`src/rtl/dg_pkg.sv`:
```
package dg_pkg;

   typedef enum logic {
      PH_ONE = 1'b0,
      PH_TWO = 1'b1
   } phase_e;

   localparam int unsigned DG_DEF_SUBCYCLES = 8;
   localparam int unsigned DG_DEF_M_FIRST   = 3;

   localparam int unsigned DG_FORM_NOR = 0;
   localparam int unsigned DG_FORM_OR  = 1;

endpackage

```
`src/rtl/dg_phase_gen.sv`:
```
module dg_phase_gen
   import dg_pkg::*;
(
   input  logic clk,
   input  logic por_clr,
   output logic clk1_tick,
   output logic clk2_tick
);

   phase_e ph_q;

   always_ff @(posedge clk or posedge por_clr) begin
      if (por_clr) ph_q <= PH_ONE;
      else         ph_q <= (ph_q == PH_ONE) ? PH_TWO : PH_ONE;
   end

   assign clk1_tick = ~por_clr & (ph_q == PH_ONE);
   assign clk2_tick = ~por_clr & (ph_q == PH_TWO);

   p_phase_one_r2: assert property (@(posedge clk) disable iff (por_clr)
      (clk1_tick ^ clk2_tick))
      else $error("phase strobes not exclusive");

   p_phase_alt_r2: assert property (@(posedge clk) disable iff (por_clr)
      clk1_tick |=> clk2_tick)
      else $error("second phase did not follow first");

   p_clr_quiet_r1: assert property (@(posedge clk)
      por_clr |-> (!clk1_tick && !clk2_tick))
      else $error("phase strobe during clear");

endmodule

```
`src/rtl/dg_subcycle_seq.sv`:
```
module dg_subcycle_seq #(
   parameter int unsigned SC_COUNT = 8
) (
   input  logic                clk,
   input  logic                por_clr,
   input  logic                clk2_tick,
   output logic [SC_COUNT-1:0] sc_oh
);

   localparam int unsigned IDX_W = (SC_COUNT > 1) ? $clog2(SC_COUNT) : 1;
   localparam logic [IDX_W-1:0] IDX_LAST = IDX_W'(SC_COUNT - 1);

   logic [IDX_W-1:0] idx_q;

   always_ff @(posedge clk or posedge por_clr) begin
      if (por_clr)
         idx_q <= '0;
      else if (clk2_tick)
         idx_q <= (idx_q == IDX_LAST) ? '0 : idx_q + 1'b1;
   end

   for (genvar i = 0; i < SC_COUNT; i++) begin : g_dec
      assign sc_oh[i] = (idx_q == IDX_W'(i));
   end

   p_onehot_r3: assert property (@(posedge clk) disable iff (por_clr)
      $onehot(sc_oh))
      else $error("subcycle not one-hot");

   p_hold_r3: assert property (@(posedge clk) disable iff (por_clr)
      !clk2_tick |=> $stable(sc_oh))
      else $error("subcycle moved on first phase");

   p_step_r3: assert property (@(posedge clk) disable iff (por_clr)
      (clk2_tick && !sc_oh[SC_COUNT-1]) |=> (sc_oh == ($past(sc_oh) << 1)))
      else $error("subcycle did not step");

   p_wrap_r4: assert property (@(posedge clk) disable iff (por_clr)
      (clk2_tick && sc_oh[SC_COUNT-1]) |=> sc_oh[0])
      else $error("subcycle did not wrap");

endmodule

```
`src/rtl/dg_mask_latch.sv`:
```
module dg_mask_latch (
   input  logic clk,
   input  logic por_clr,
   input  logic clk1_tick,
   input  logic clk2_tick,
   input  logic a3_lvl,
   input  logic m1_lvl,
   input  logic m2_lvl,
   output logic mask_n
);

   logic a32_term;
   logic m12_term;
   logic nor_raw;
   logic mask_q;

   assign a32_term = a3_lvl & clk2_tick;
   assign m12_term = m1_lvl & clk2_tick;
   assign nor_raw  = ~(a32_term | m12_term);

   always_ff @(posedge clk or posedge por_clr) begin
      if (por_clr)        mask_q <= 1'b1;
      else if (clk2_tick) mask_q <= nor_raw;
   end

   assign mask_n = mask_q;

   p_mask_block_r6: assert property (@(posedge clk) disable iff (por_clr)
      (clk1_tick && (m1_lvl || m2_lvl)) |-> !mask_n)
      else $error("mask open during M1/M2 first phase");

   p_mask_open_r6: assert property (@(posedge clk) disable iff (por_clr)
      (clk1_tick && !m1_lvl && !m2_lvl) |-> mask_n)
      else $error("mask closed outside M1/M2");

endmodule

```
`src/rtl/dg_gate_combine.sv`:
```
module dg_gate_combine
   import dg_pkg::*;
#(
   parameter int unsigned GATE_FORM = DG_FORM_NOR
) (
   input  logic clk,
   input  logic por_clr,
   input  logic clk1_tick,
   input  logic m1_lvl,
   input  logic m2_lvl,
   input  logic mask_n,
   output logic data_gate
);

   logic clk1_term;
   logic gate_raw;

   assign clk1_term = clk1_tick & mask_n;

   if (GATE_FORM == DG_FORM_NOR) begin : g_nor
      logic nor3_n;
      assign nor3_n   = ~(m2_lvl | m1_lvl | clk1_term);
      assign gate_raw = ~nor3_n;
   end else begin : g_or
      assign gate_raw = m1_lvl | m2_lvl | clk1_term;
   end

   assign data_gate = ~por_clr & gate_raw;

   p_mgate_r5: assert property (@(posedge clk) disable iff (por_clr)
      (m1_lvl || m2_lvl) |-> data_gate)
      else $error("gate low in M1/M2");

   p_equiv_r7: assert property (@(posedge clk) disable iff (por_clr)
      data_gate == (m1_lvl | m2_lvl | clk1_tick))
      else $error("gate differs from simplified form");

   p_clr_gate_r1: assert property (@(posedge clk)
      por_clr |-> !data_gate)
      else $error("gate high during clear");

endmodule

```
`src/rtl/dg_data_gate_gen.sv`:
```
module dg_data_gate_gen
   import dg_pkg::*;
#(
   parameter int unsigned SC_COUNT  = DG_DEF_SUBCYCLES,
   parameter int unsigned M_FIRST   = DG_DEF_M_FIRST,
   parameter int unsigned GATE_FORM = DG_FORM_NOR
) (
   input  logic                clk,
   input  logic                por_clr,
   output logic                clk1_en,
   output logic                clk2_en,
   output logic [SC_COUNT-1:0] subcycle_oh,
   output logic                data_gate
);

   localparam int unsigned A3_IDX = M_FIRST - 1;
   localparam int unsigned M2_IDX = M_FIRST + 1;

   if (SC_COUNT < 4) begin : g_bad_count
      $error("SC_COUNT must be at least 4");
   end
   if (M_FIRST < 1 || M2_IDX >= SC_COUNT) begin : g_bad_mpos
      $error("M_FIRST must leave room for A3 before and M2 after");
   end
   if (GATE_FORM != DG_FORM_NOR && GATE_FORM != DG_FORM_OR) begin : g_bad_form
      $error("GATE_FORM out of range");
   end

   logic clk1_tick;
   logic clk2_tick;
   logic mask_n;

   dg_phase_gen u_phase (
      .clk       (clk),
      .por_clr   (por_clr),
      .clk1_tick (clk1_tick),
      .clk2_tick (clk2_tick)
   );

   dg_subcycle_seq #(.SC_COUNT(SC_COUNT)) u_seq (
      .clk       (clk),
      .por_clr   (por_clr),
      .clk2_tick (clk2_tick),
      .sc_oh     (subcycle_oh)
   );

   dg_mask_latch u_mask (
      .clk       (clk),
      .por_clr   (por_clr),
      .clk1_tick (clk1_tick),
      .clk2_tick (clk2_tick),
      .a3_lvl    (subcycle_oh[A3_IDX]),
      .m1_lvl    (subcycle_oh[M_FIRST]),
      .m2_lvl    (subcycle_oh[M2_IDX]),
      .mask_n    (mask_n)
   );

   dg_gate_combine #(.GATE_FORM(GATE_FORM)) u_gate (
      .clk       (clk),
      .por_clr   (por_clr),
      .clk1_tick (clk1_tick),
      .m1_lvl    (subcycle_oh[M_FIRST]),
      .m2_lvl    (subcycle_oh[M2_IDX]),
      .mask_n    (mask_n),
      .data_gate (data_gate)
   );

   assign clk1_en = clk1_tick;
   assign clk2_en = clk2_tick;

   p_clr_oh_r1: assert property (@(posedge clk)
      por_clr |-> (subcycle_oh == SC_COUNT'(1)))
      else $error("subcycle not A1 during clear");

   p_restart_r8: assert property (@(posedge clk)
      ($past(por_clr) && !por_clr) |-> (clk1_en && subcycle_oh[0]))
      else $error("restart not at A1 first phase");

endmodule

```
`config.mk`:
```
export PLATFORM = sky130hd
export DESIGN_NAME = dg_data_gate_gen
export DESIGN_NICKNAME = d
export VERILOG_FILES = /design/src/rtl/dg_pkg.sv /design/src/rtl/dg_phase_gen.sv /design/src/rtl/dg_subcycle_seq.sv /design/src/rtl/dg_mask_latch.sv /design/src/rtl/dg_gate_combine.sv /design/src/rtl/dg_data_gate_gen.sv
export SDC_FILE = /design/constraint.sdc
export NUM_CORES = 1
export LEC_CHECK = 0
export ABC_CLOCK_PERIOD_IN_PS = 1600
export BUFFER_PORTS_ARGS = -buffer_cell sky130_fd_sc_hd__buf_2
export CAP_MARGIN = 10
export CORE_AREA = 2 2 39 41
export DETAILED_ROUTE_END_ITERATION = 7
export DIE_AREA = 0 0 41 43
export PLACE_DENSITY_LB_ADDON = 0.25
export SYNTH_ARGS = -nofsm -noshare
export SYNTH_HDL_FRONTEND = slang
export SYNTH_SLANG_ARGS = --single-unit
export TNS_END_PERCENT = 20
```
`constraint.sdc`:
```
create_clock -name clk -period 1.6 [get_ports clk]
set_input_delay 0 -clock clk [delete_from_list [all_inputs] [get_ports clk]]
set_output_delay 0 -clock clk [all_outputs]
set_load 0.1 [all_outputs]
```
# Yosys cells after proc, flatten, opt, wreduce, memory -nomap -nowiden
# Cells that the tools add are included.
[classes] shifts=0 order_cmp=0 multipliers=0 div_mod_pow=0 add_sub_neg=1 n_eq_ne=7 bitwise=12 n_mux=2 n_reduce_logical=1
[ops] operator="$eq 3x3->1 const B" n=4
[ops] operator="$and 1x1->1" n=6
[ops] operator="$eq 3x2->1 const B" n=2
[ops] operator="$add 3x1->3 const B" n=1
[ops] operator="$eq 3x1->1 const B" n=1
[ops] operator="$logic_not 3->1" n=1
[ops] operator="$mux 3" n=1
[ops] operator="$not 1->1" n=3
[ops] operator="$or 1x1->1" n=3
[ops] operator="$mux 1" n=1
[word_totals] latchBits=0 word_cells=26 ram_bits=0 inputBits=2 mem_bits_ro=0 out_inout_bits=11 n_memories=0 ff_bits=5

# Longest topological paths before layout
# Gate-level depths: netlist of the first run.
[depth] depth_word=5 depth_mapped=5 depth_no_buf=5

# Cells and area by module
# Synthesis of the first run repeated with hierarchy kept, for this count alone.
[hier_totals] hier_cells=36 area_unflattened_um2=340.3
[modules_own_cells] module="dg_subcycle_seq" cells_each=25 area_each_um2=235.2 instances=1 seq_area_each_um2=75.1
[modules_own_cells] module="dg_mask_latch" cells_each=4 area_each_um2=48.8 instances=1 seq_area_each_um2=26.3
[modules_own_cells] module="dg_phase_gen" cells_each=5 area_each_um2=45.0 instances=1 seq_area_each_um2=25.0
[modules_own_cells] module="dg_gate_combine" cells_each=2 area_each_um2=11.3 instances=1 seq_area_each_um2=0.0

# Worst setup path before layout of the first run
# No wires, ideal clock.
[synth_path] path_kind="reg2out" start="reg u_seq.idx_q[1]" end="out data_gate" path_stages_with_launch=6 slack_ps=-687 required_time_ps=1600 t_arrival_ps=2287 path_buffers=0 path_cell_list="dfrtp_1 inv_1 ha_1 and2_1 a21oi_1 a21oi_1"
[synth_via] elab_chain_cells=4 elab_cells_between_ends=5 classes_between="2 x eq/ne; 3 x bitwise"
[synth_lines] element="from (decl)" line_no="dg_subcycle_seq.sv:13" text="logic [IDX_W-1:0] idx_q;"
[synth_lines] element="from (signal assigned)" line_no="dg_subcycle_seq.sv:19" text="idx_q <= (idx_q == IDX_LAST) ? '0 : idx_q + 1'b1;"
[synth_lines] element="$eq 3x3->1" line_no="dg_subcycle_seq.sv:23" text="assign sc_oh[i] = (idx_q == IDX_W'(i));"
[synth_lines] element="net u_gate.m2_lvl" line_no="dg_gate_combine.sv:10" text="input logic m2_lvl,"
[synth_lines] element="$or 1x1->1 (2 in series)" line_no="dg_gate_combine.sv:22" text="assign nor3_n = ~(m2_lvl | m1_lvl | clk1_term);"
[synth_lines] element="$and 1x1->1" line_no="dg_gate_combine.sv:28" text="assign data_gate = ~por_clr & gate_raw;"
[synth_lines] element="to (decl)" line_no="dg_data_gate_gen.sv:13" text="output logic data_gate"
# The timed path passes the listed nets, and every way through them passes these cells.

# Final worst setup path of the first run
[layout_path] start="reg u_seq.idx_q[0]" end="out subcycle_oh[4]"
[layout_via] elab_chain_cells=1
[layout_lines] element="$eq 3x3->1" line_no="dg_subcycle_seq.sv:23"
[layout_lines] element="to (decl)" line_no="dg_data_gate_gen.sv:12" text="output logic [SC_COUNT-1:0] subcycle_oh,"
# Every way passes these cells.

==> results of run 1 <==
[timing repair]
item                                    CTS  global route
hold buffers                              1             0
endpoints found under the hold margin     5             0
resized for setup                         0             3
endpoints found under the setup margin    0             3
[kinds of logic after synthesis]
kind of cell,synth area share [%]
and+or+nand+nor,22.34
DFF,34.71
AOI/OAI and AO/OA,9.967
buffers and inverters,12.37
adders and majority gates,20.62
[flip-flops by register name, summed over array words and instances (netlist names)]
name	cells
u_seq.idx_q	3
u_mask.mask_n	1
u_phase.ph_q	1
[layout make-up]
type,count,area (sq um),area share [%]
flip-flops and latches,5,126.4,26.03
well taps,16,20.02,4.124
repair buffers,13,87.58,18.04
multi-input cells,25,202.7,41.75
inverters,6,22.52,4.639
clock buffers,4,26.28,5.412
[through the flow]
step                 TNS, ns  hold WS, ns  util, %  setup slack [ns]  instance area (sq um)
floorplan            -0.9362      -0.2222        -           -0.3859                  370.4
global placement           0     -0.05316    32.01            0.2515                  442.9
detailed placement         0     -0.04613    32.01            0.2346                  442.9
CTS                        0       0.2443    34.63           0.03720                  479.2
global route        -0.02555       0.2749    35.08          -0.01836                  485.5
finish                     0       0.2361    35.08           0.07418                  485.5
[critical path, stage by stage, from the launching register on]
cell and delay [ns]:
dfrtp_1 0.40, inv_1 0.11, ha_1 0.17, and2_1 0.17, buf_2 0.44
[layout by cell type (no fill, tap or decap), types with 2 or more instances in the layout]
cell      Yosys  routed
a21oi_2       0       2
and2_1        3       3
buf_2         0      10
clkbuf_4      0       4
dfrtp_1       4       4
ha_1          6       6
inv_1         6       5
nand2_1       3       3
nor2b_1       3       2
o21ai_0       2       2
[worst max path at each step]
stage                        start  cells after the start             end  slack (ns)
floorplan           u_seq.idx_q[1]                      3  subcycle_oh[1]       -0.39
CTS                 u_seq.idx_q[0]                      6       data_gate        0.04
finish              u_seq.idx_q[0]                      4  subcycle_oh[4]        0.07
detailed placement  u_seq.idx_q[0]                      4  u_seq.idx_q[1]        0.23
global placement    u_seq.idx_q[0]                      4  u_seq.idx_q[1]        0.25
global route        u_seq.idx_q[0]                      4  subcycle_oh[4]       -0.02
[routing by layer]
layer / vias up / wire length, um
li1: 147 / -
met1: 141 / 290
met2: 10 / 316
met3: 0 / 63
met4: 0 / 0
met5: - / 0
==> flow_metrics.py, run 1 <==
metrics = {
    "outcome": {
        "status": "completed",
    },
    "routing": {
        "drt_iter0_markers": 3,
        "drc": 0,
        "via_per_inst": 4.319,
        "wl_um": 671,
        "vias": 298,
        "drtAntennaViolNets": 0,
        "wl_per_cell_um": 9.725,
        "first_pass_iters": 2,
    },
    "floorplanning": {
        "fp.coreArea_sq_um": 1384,
        "rows": 14,
        "initial_core_util_pct": 26.31,
        "dieArea_sq_um": 1763,
        "io_pins": 13,
        "fp.dieW_um": 41,
        "die_h_um": 43,
    },
    "timing": {
        "fmaxAchievable_mhz": 655.4,
        "maxSlewViolCount": 0,
        "hold_viol": 0,
        "setup_viol": 0,
        "relSlewSlack_pct": 67.78,
        "tightest_slew_ns": 0.4867,
        "finalCritPeriodShare_pct": 95.36,
        "finalClockSkew_ns": 0.001354,
        "period_needed_ns": 1.526,
    },
    "global_routing": {
        "grt_max_degree": 10,
        "antenna_found_initial": 0,
        "grt_usage_pct": 9.668,
        "grt_use_met2_pct": 13.75,
        "grt_pass1_vias": 259,
        "overflow": 0,
        "gr-max-usage-layer": "met2",
        "grt.met3_usage_pct": 7.853,
        "grt_pass1_wl_mm": 1.097,
        "use_met1_pct": 11.04,
    },
    "place": {
        "post-place-cells": 64,
        "dp.final_hpwl_um": 538.1,
        "io_buffer_count": 12,
        "gp_congestion": 0.6967,
    },
    "synthesis": {
        "syn_area_sq_um": 364.1,
        "synth-seq-cells": 5,
        "synth_top_cell_area_share_pct": 27.49,
        "synth_ff_type": "dfrtp_1",
        "syn_inst": 39,
        "syn_nets": 47,
        "yosysWarnings": 0,
        "ys_types": 16,
        "syn_area_per_cell_sq_um": 9.336,
        "synth_edf_count": 0,
        "ys_seq_area_share_pct": 34.71,
        "synth-async-reset-ratio_pct": 100.0,
        "yosysTopAreaCell": "dfrtp_1",
        "synth_area_leaders": "dfrtp_1, ha_1, dfstp_2",
        "netlist_top_cells_count": "ha_1, inv_1, dfrtp_1",
    },
    "cts": {
        "root_buffer": "clkbuf_4",
        "clkTransAtPathRegs_ns": 0.04,
        "cts_sinks": 5,
        "worst_skew_pair.late_latency_ns": 0.24,
        "clk_path_buf_depth": 2,
        "cts_tree": "done",
        "htreeDepth": 1,
        "cts_setup_buffers": 0,
        "cts_made_buffers": 3,
    },
    "setup_path": {
        "arrival_ns": 1.53,
        "required_ns": 1.60,
        "r2r-start": "u_seq.idx_q[0]",
        "rrSetupSlack_ns": 0.20,
        "r2r-end": "u_seq.idx_q[1]",
        "cp_max_fo": 4,
        "r2r_cells": 4,
        "crit_type": "reg -> out",
        "cp-end-kind": "primary output",
        "start_kind": "flip-flop",
    },
    "layout": {
        "areaGrowthSynthToFinish_pct": 33.33,
        "fillerInstances": 148,
        "drive_gt1_share_pct": 41.51,
        "fin_cells": 69,
        "antenna_cells": 0,
        "fin_nets": 62,
    },
    "run": {
        "maxCapViolations": 0,
    },
    "worst_hold_path": {
        "hold_class": "in -> async",
    },
}
Power of run 1 is left out: the tool's default activity adds up to more than one toggle a clock period on the data nets, which glitch-free logic cannot reach.
==> run 2, diff against run 1 <==
--- a/config.mk
+++ b/config.mk
@@ -11,7 +11,6 @@
 export CORE_AREA = 2 2 39 41
 export DETAILED_ROUTE_END_ITERATION = 7
 export DIE_AREA = 0 0 41 43
-export PLACE_DENSITY_LB_ADDON = 0.25
 export SYNTH_ARGS = -nofsm -noshare
 export SYNTH_HDL_FRONTEND = slang
 export SYNTH_SLANG_ARGS = --single-unit
==> run 2 against run 1 <==
Against the previous run: maximum frequency about the same; clock-buffer cell count unchanged; final cell count unchanged; first-iteration DRC count up 33%; non-clock buffer count unchanged; global-route usage up 0.89 points; core utilization up 0.36 points; die area unchanged; register-to-register slack worse by 0.02 ns; sequential cell count unchanged; largest cell class unchanged.
==> flow_metrics.py, run 2 (synthesized netlist as in run 1, its figures left out) <==
metrics = {
    "outcome": {
        "status": "completed",
    },
    "setup_path": {
        "path_buf_inv": 1,
        "critical_path_cell_count": 3,
        "r2r_cells": 4,
        "r2r-start": "u_seq.idx_q[0]",
        "critical_path.slowest_cell": "buf_2",
        "arrival_ns": 1.53,
        "required_ns": 1.60,
        "crit_start": "u_seq.idx_q[0]",
        "cp_max_fo": 4,
        "cp_common_cell": "ha_1",
        "rrSetupSlack_ns": 0.18,
        "crit_type": "reg -> out",
        "cp-end-kind": "primary output",
        "cp_slowest_stage_delay_ns": 0.44,
        "r2r-end": "u_seq.idx_q[1]",
        "cp_top_family": "buffers and inverters",
        "start_kind": "flip-flop",
        "crit_chain": "ha_1 -> ha_1 -> buf_2",
        "worstSetupEndpoint": "subcycle_oh[3]",
    },
    "routing": {
        "drtAntennaViolNets": 0,
        "drc": 0,
        "met1_length_um": 297,
        "vias": 305,
        "top_layer_used": "met3",
        "wl_per_cell_um": 10.41,
        "met2WireLength_um": 379,
        "drt_iter0_markers": 4,
        "via_per_inst": 4.420,
        "wl_um": 718,
        "first_pass_iters": 4,
        "wl_met3_um": 40,
    },
    "floorplanning": {
        "rows": 14,
        "dieArea_sq_um": 1763,
        "fp.dieW_um": 41,
        "fp.coreArea_sq_um": 1384,
        "initial_core_util_pct": 26.31,
        "die_h_um": 43,
        "io_pins": 13,
    },
    "global_routing": {
        "grt_pass1_vias": 301,
        "grt_max_degree": 10,
        "antenna_found_initial": 0,
        "overflow": 0,
        "grt_usage_pct": 10.55,
        "grt_pass1_wl_mm": 1.214,
    },
    "layout": {
        "final_area_sq_um": 490.5,
        "drive_gt1_share_pct": 43.40,
        "fin_util_pct": 35.44,
        "final_cell_mix": "buf_2, ha_1, clkbuf_4",
        "fin_nets": 62,
        "areaGrowthSynthToFinish_pct": 34.71,
        "final_common_cell": "buf_2",
        "top_register": "u_seq.idx_q",
        "largest_register_ffs": 3,
        "antenna_cells": 0,
    },
    "timing": {
        "setup_viol": 0,
        "fmaxAchievable_mhz": 654.9,
        "rsz0062_at_grt": "true",
        "finalCritPeriodShare_pct": 95.44,
        "period_needed_ns": 1.527,
        "tightest_slew_ns": 0.4843,
        "tns_ns": 0,
        "relSlewSlack_pct": 67.94,
        "finalClockSkew_ns": 0.0004480,
        "hold_viol": 0,
        "maxSlewViolCount": 0,
    },
    "cts": {
        "cts_sinks": 5,
        "worst_skew_pair.late_latency_ns": 0.24,
        "root_buffer": "clkbuf_4",
        "clk_path_buf_depth": 2,
        "htreeDepth": 1,
        "cts_tree": "done",
        "cts_made_buffers": 3,
        "clkTransAtPathRegs_ns": 0.05,
    },
    "place": {
        "dp.final_hpwl_um": 591.2,
        "io_buffer_count": 12,
        "place_area_sq_um": 442.9,
        "gp_congestion": 0.7436,
    },
    "run": {
        "maxCapViolations": 0,
    },
    "worst_hold_path": {
        "hold_class": "in -> async",
    },
}
## run 2: cell types whose count changed in the layout (fill, tap and decap cells not counted), sizes merged
cell    previous run  this run
clkbuf             5         7
buf               11         9
## run 2: metal layers
metal,up-vias,GRT usage (%)
li1,151,-
met2,8,15.94
met3,0,4.712
met5,-,0
met4,0,6.000
met1,146,11.61
## run 2: worst min-delay path by stage
stage             from             end  depth (start not counted)
6_report       por_clr  u_seq.idx_q[1]                          3
5_1_grt        por_clr  u_seq.idx_q[1]                          3
4_1_cts        por_clr    u_phase.ph_q                          3
3_5_place_dp   por_clr    u_phase.ph_q                          2
3_3_place_gp   por_clr    u_phase.ph_q                          2
2_1_floorplan  por_clr    u_phase.ph_q                          1
## run 2: repair_timing
action	in CTS	in global routing
hold buffers	1	0
gates resized for setup	0	6
hold endpoints to repair	5	0
setup buffers	0	0
setup endpoints to repair	0	3
## run 2: area by class of cell
cell class / instances / area [sq um]
clock buffer: 4 / 26.28
sequential: 5 / 126.4
multi-input combinational: 25 / 202.7
inverter: 6 / 22.52
tap: 16 / 20.02
timing repair buffer: 13 / 92.59
fill: 150 / 893.4
## run 2: through the flow
step / instances / setup slack [ns] / hold slack (ns)
after floorplan: 39 / -0.3859 / -0.2222
after global placement: 64 / 0.2607 / -0.05245
after detailed placement: 64 / 0.2212 / -0.05176
after CTS: 69 / 0.02879 / 0.2250
after global routing: 69 / -0.01718 / 0.2586
final: 69 / 0.07298 / 0.2363
## run 2: worst reg2reg max path, cell delays in order, from the launching register on
cell and delay, ns:
dfrtp_1 0.42, ha_1 0.26, ha_1 0.22, or3b_1 0.39
o21ai_2 0.06
Power of run 2 is left out for the same reason.
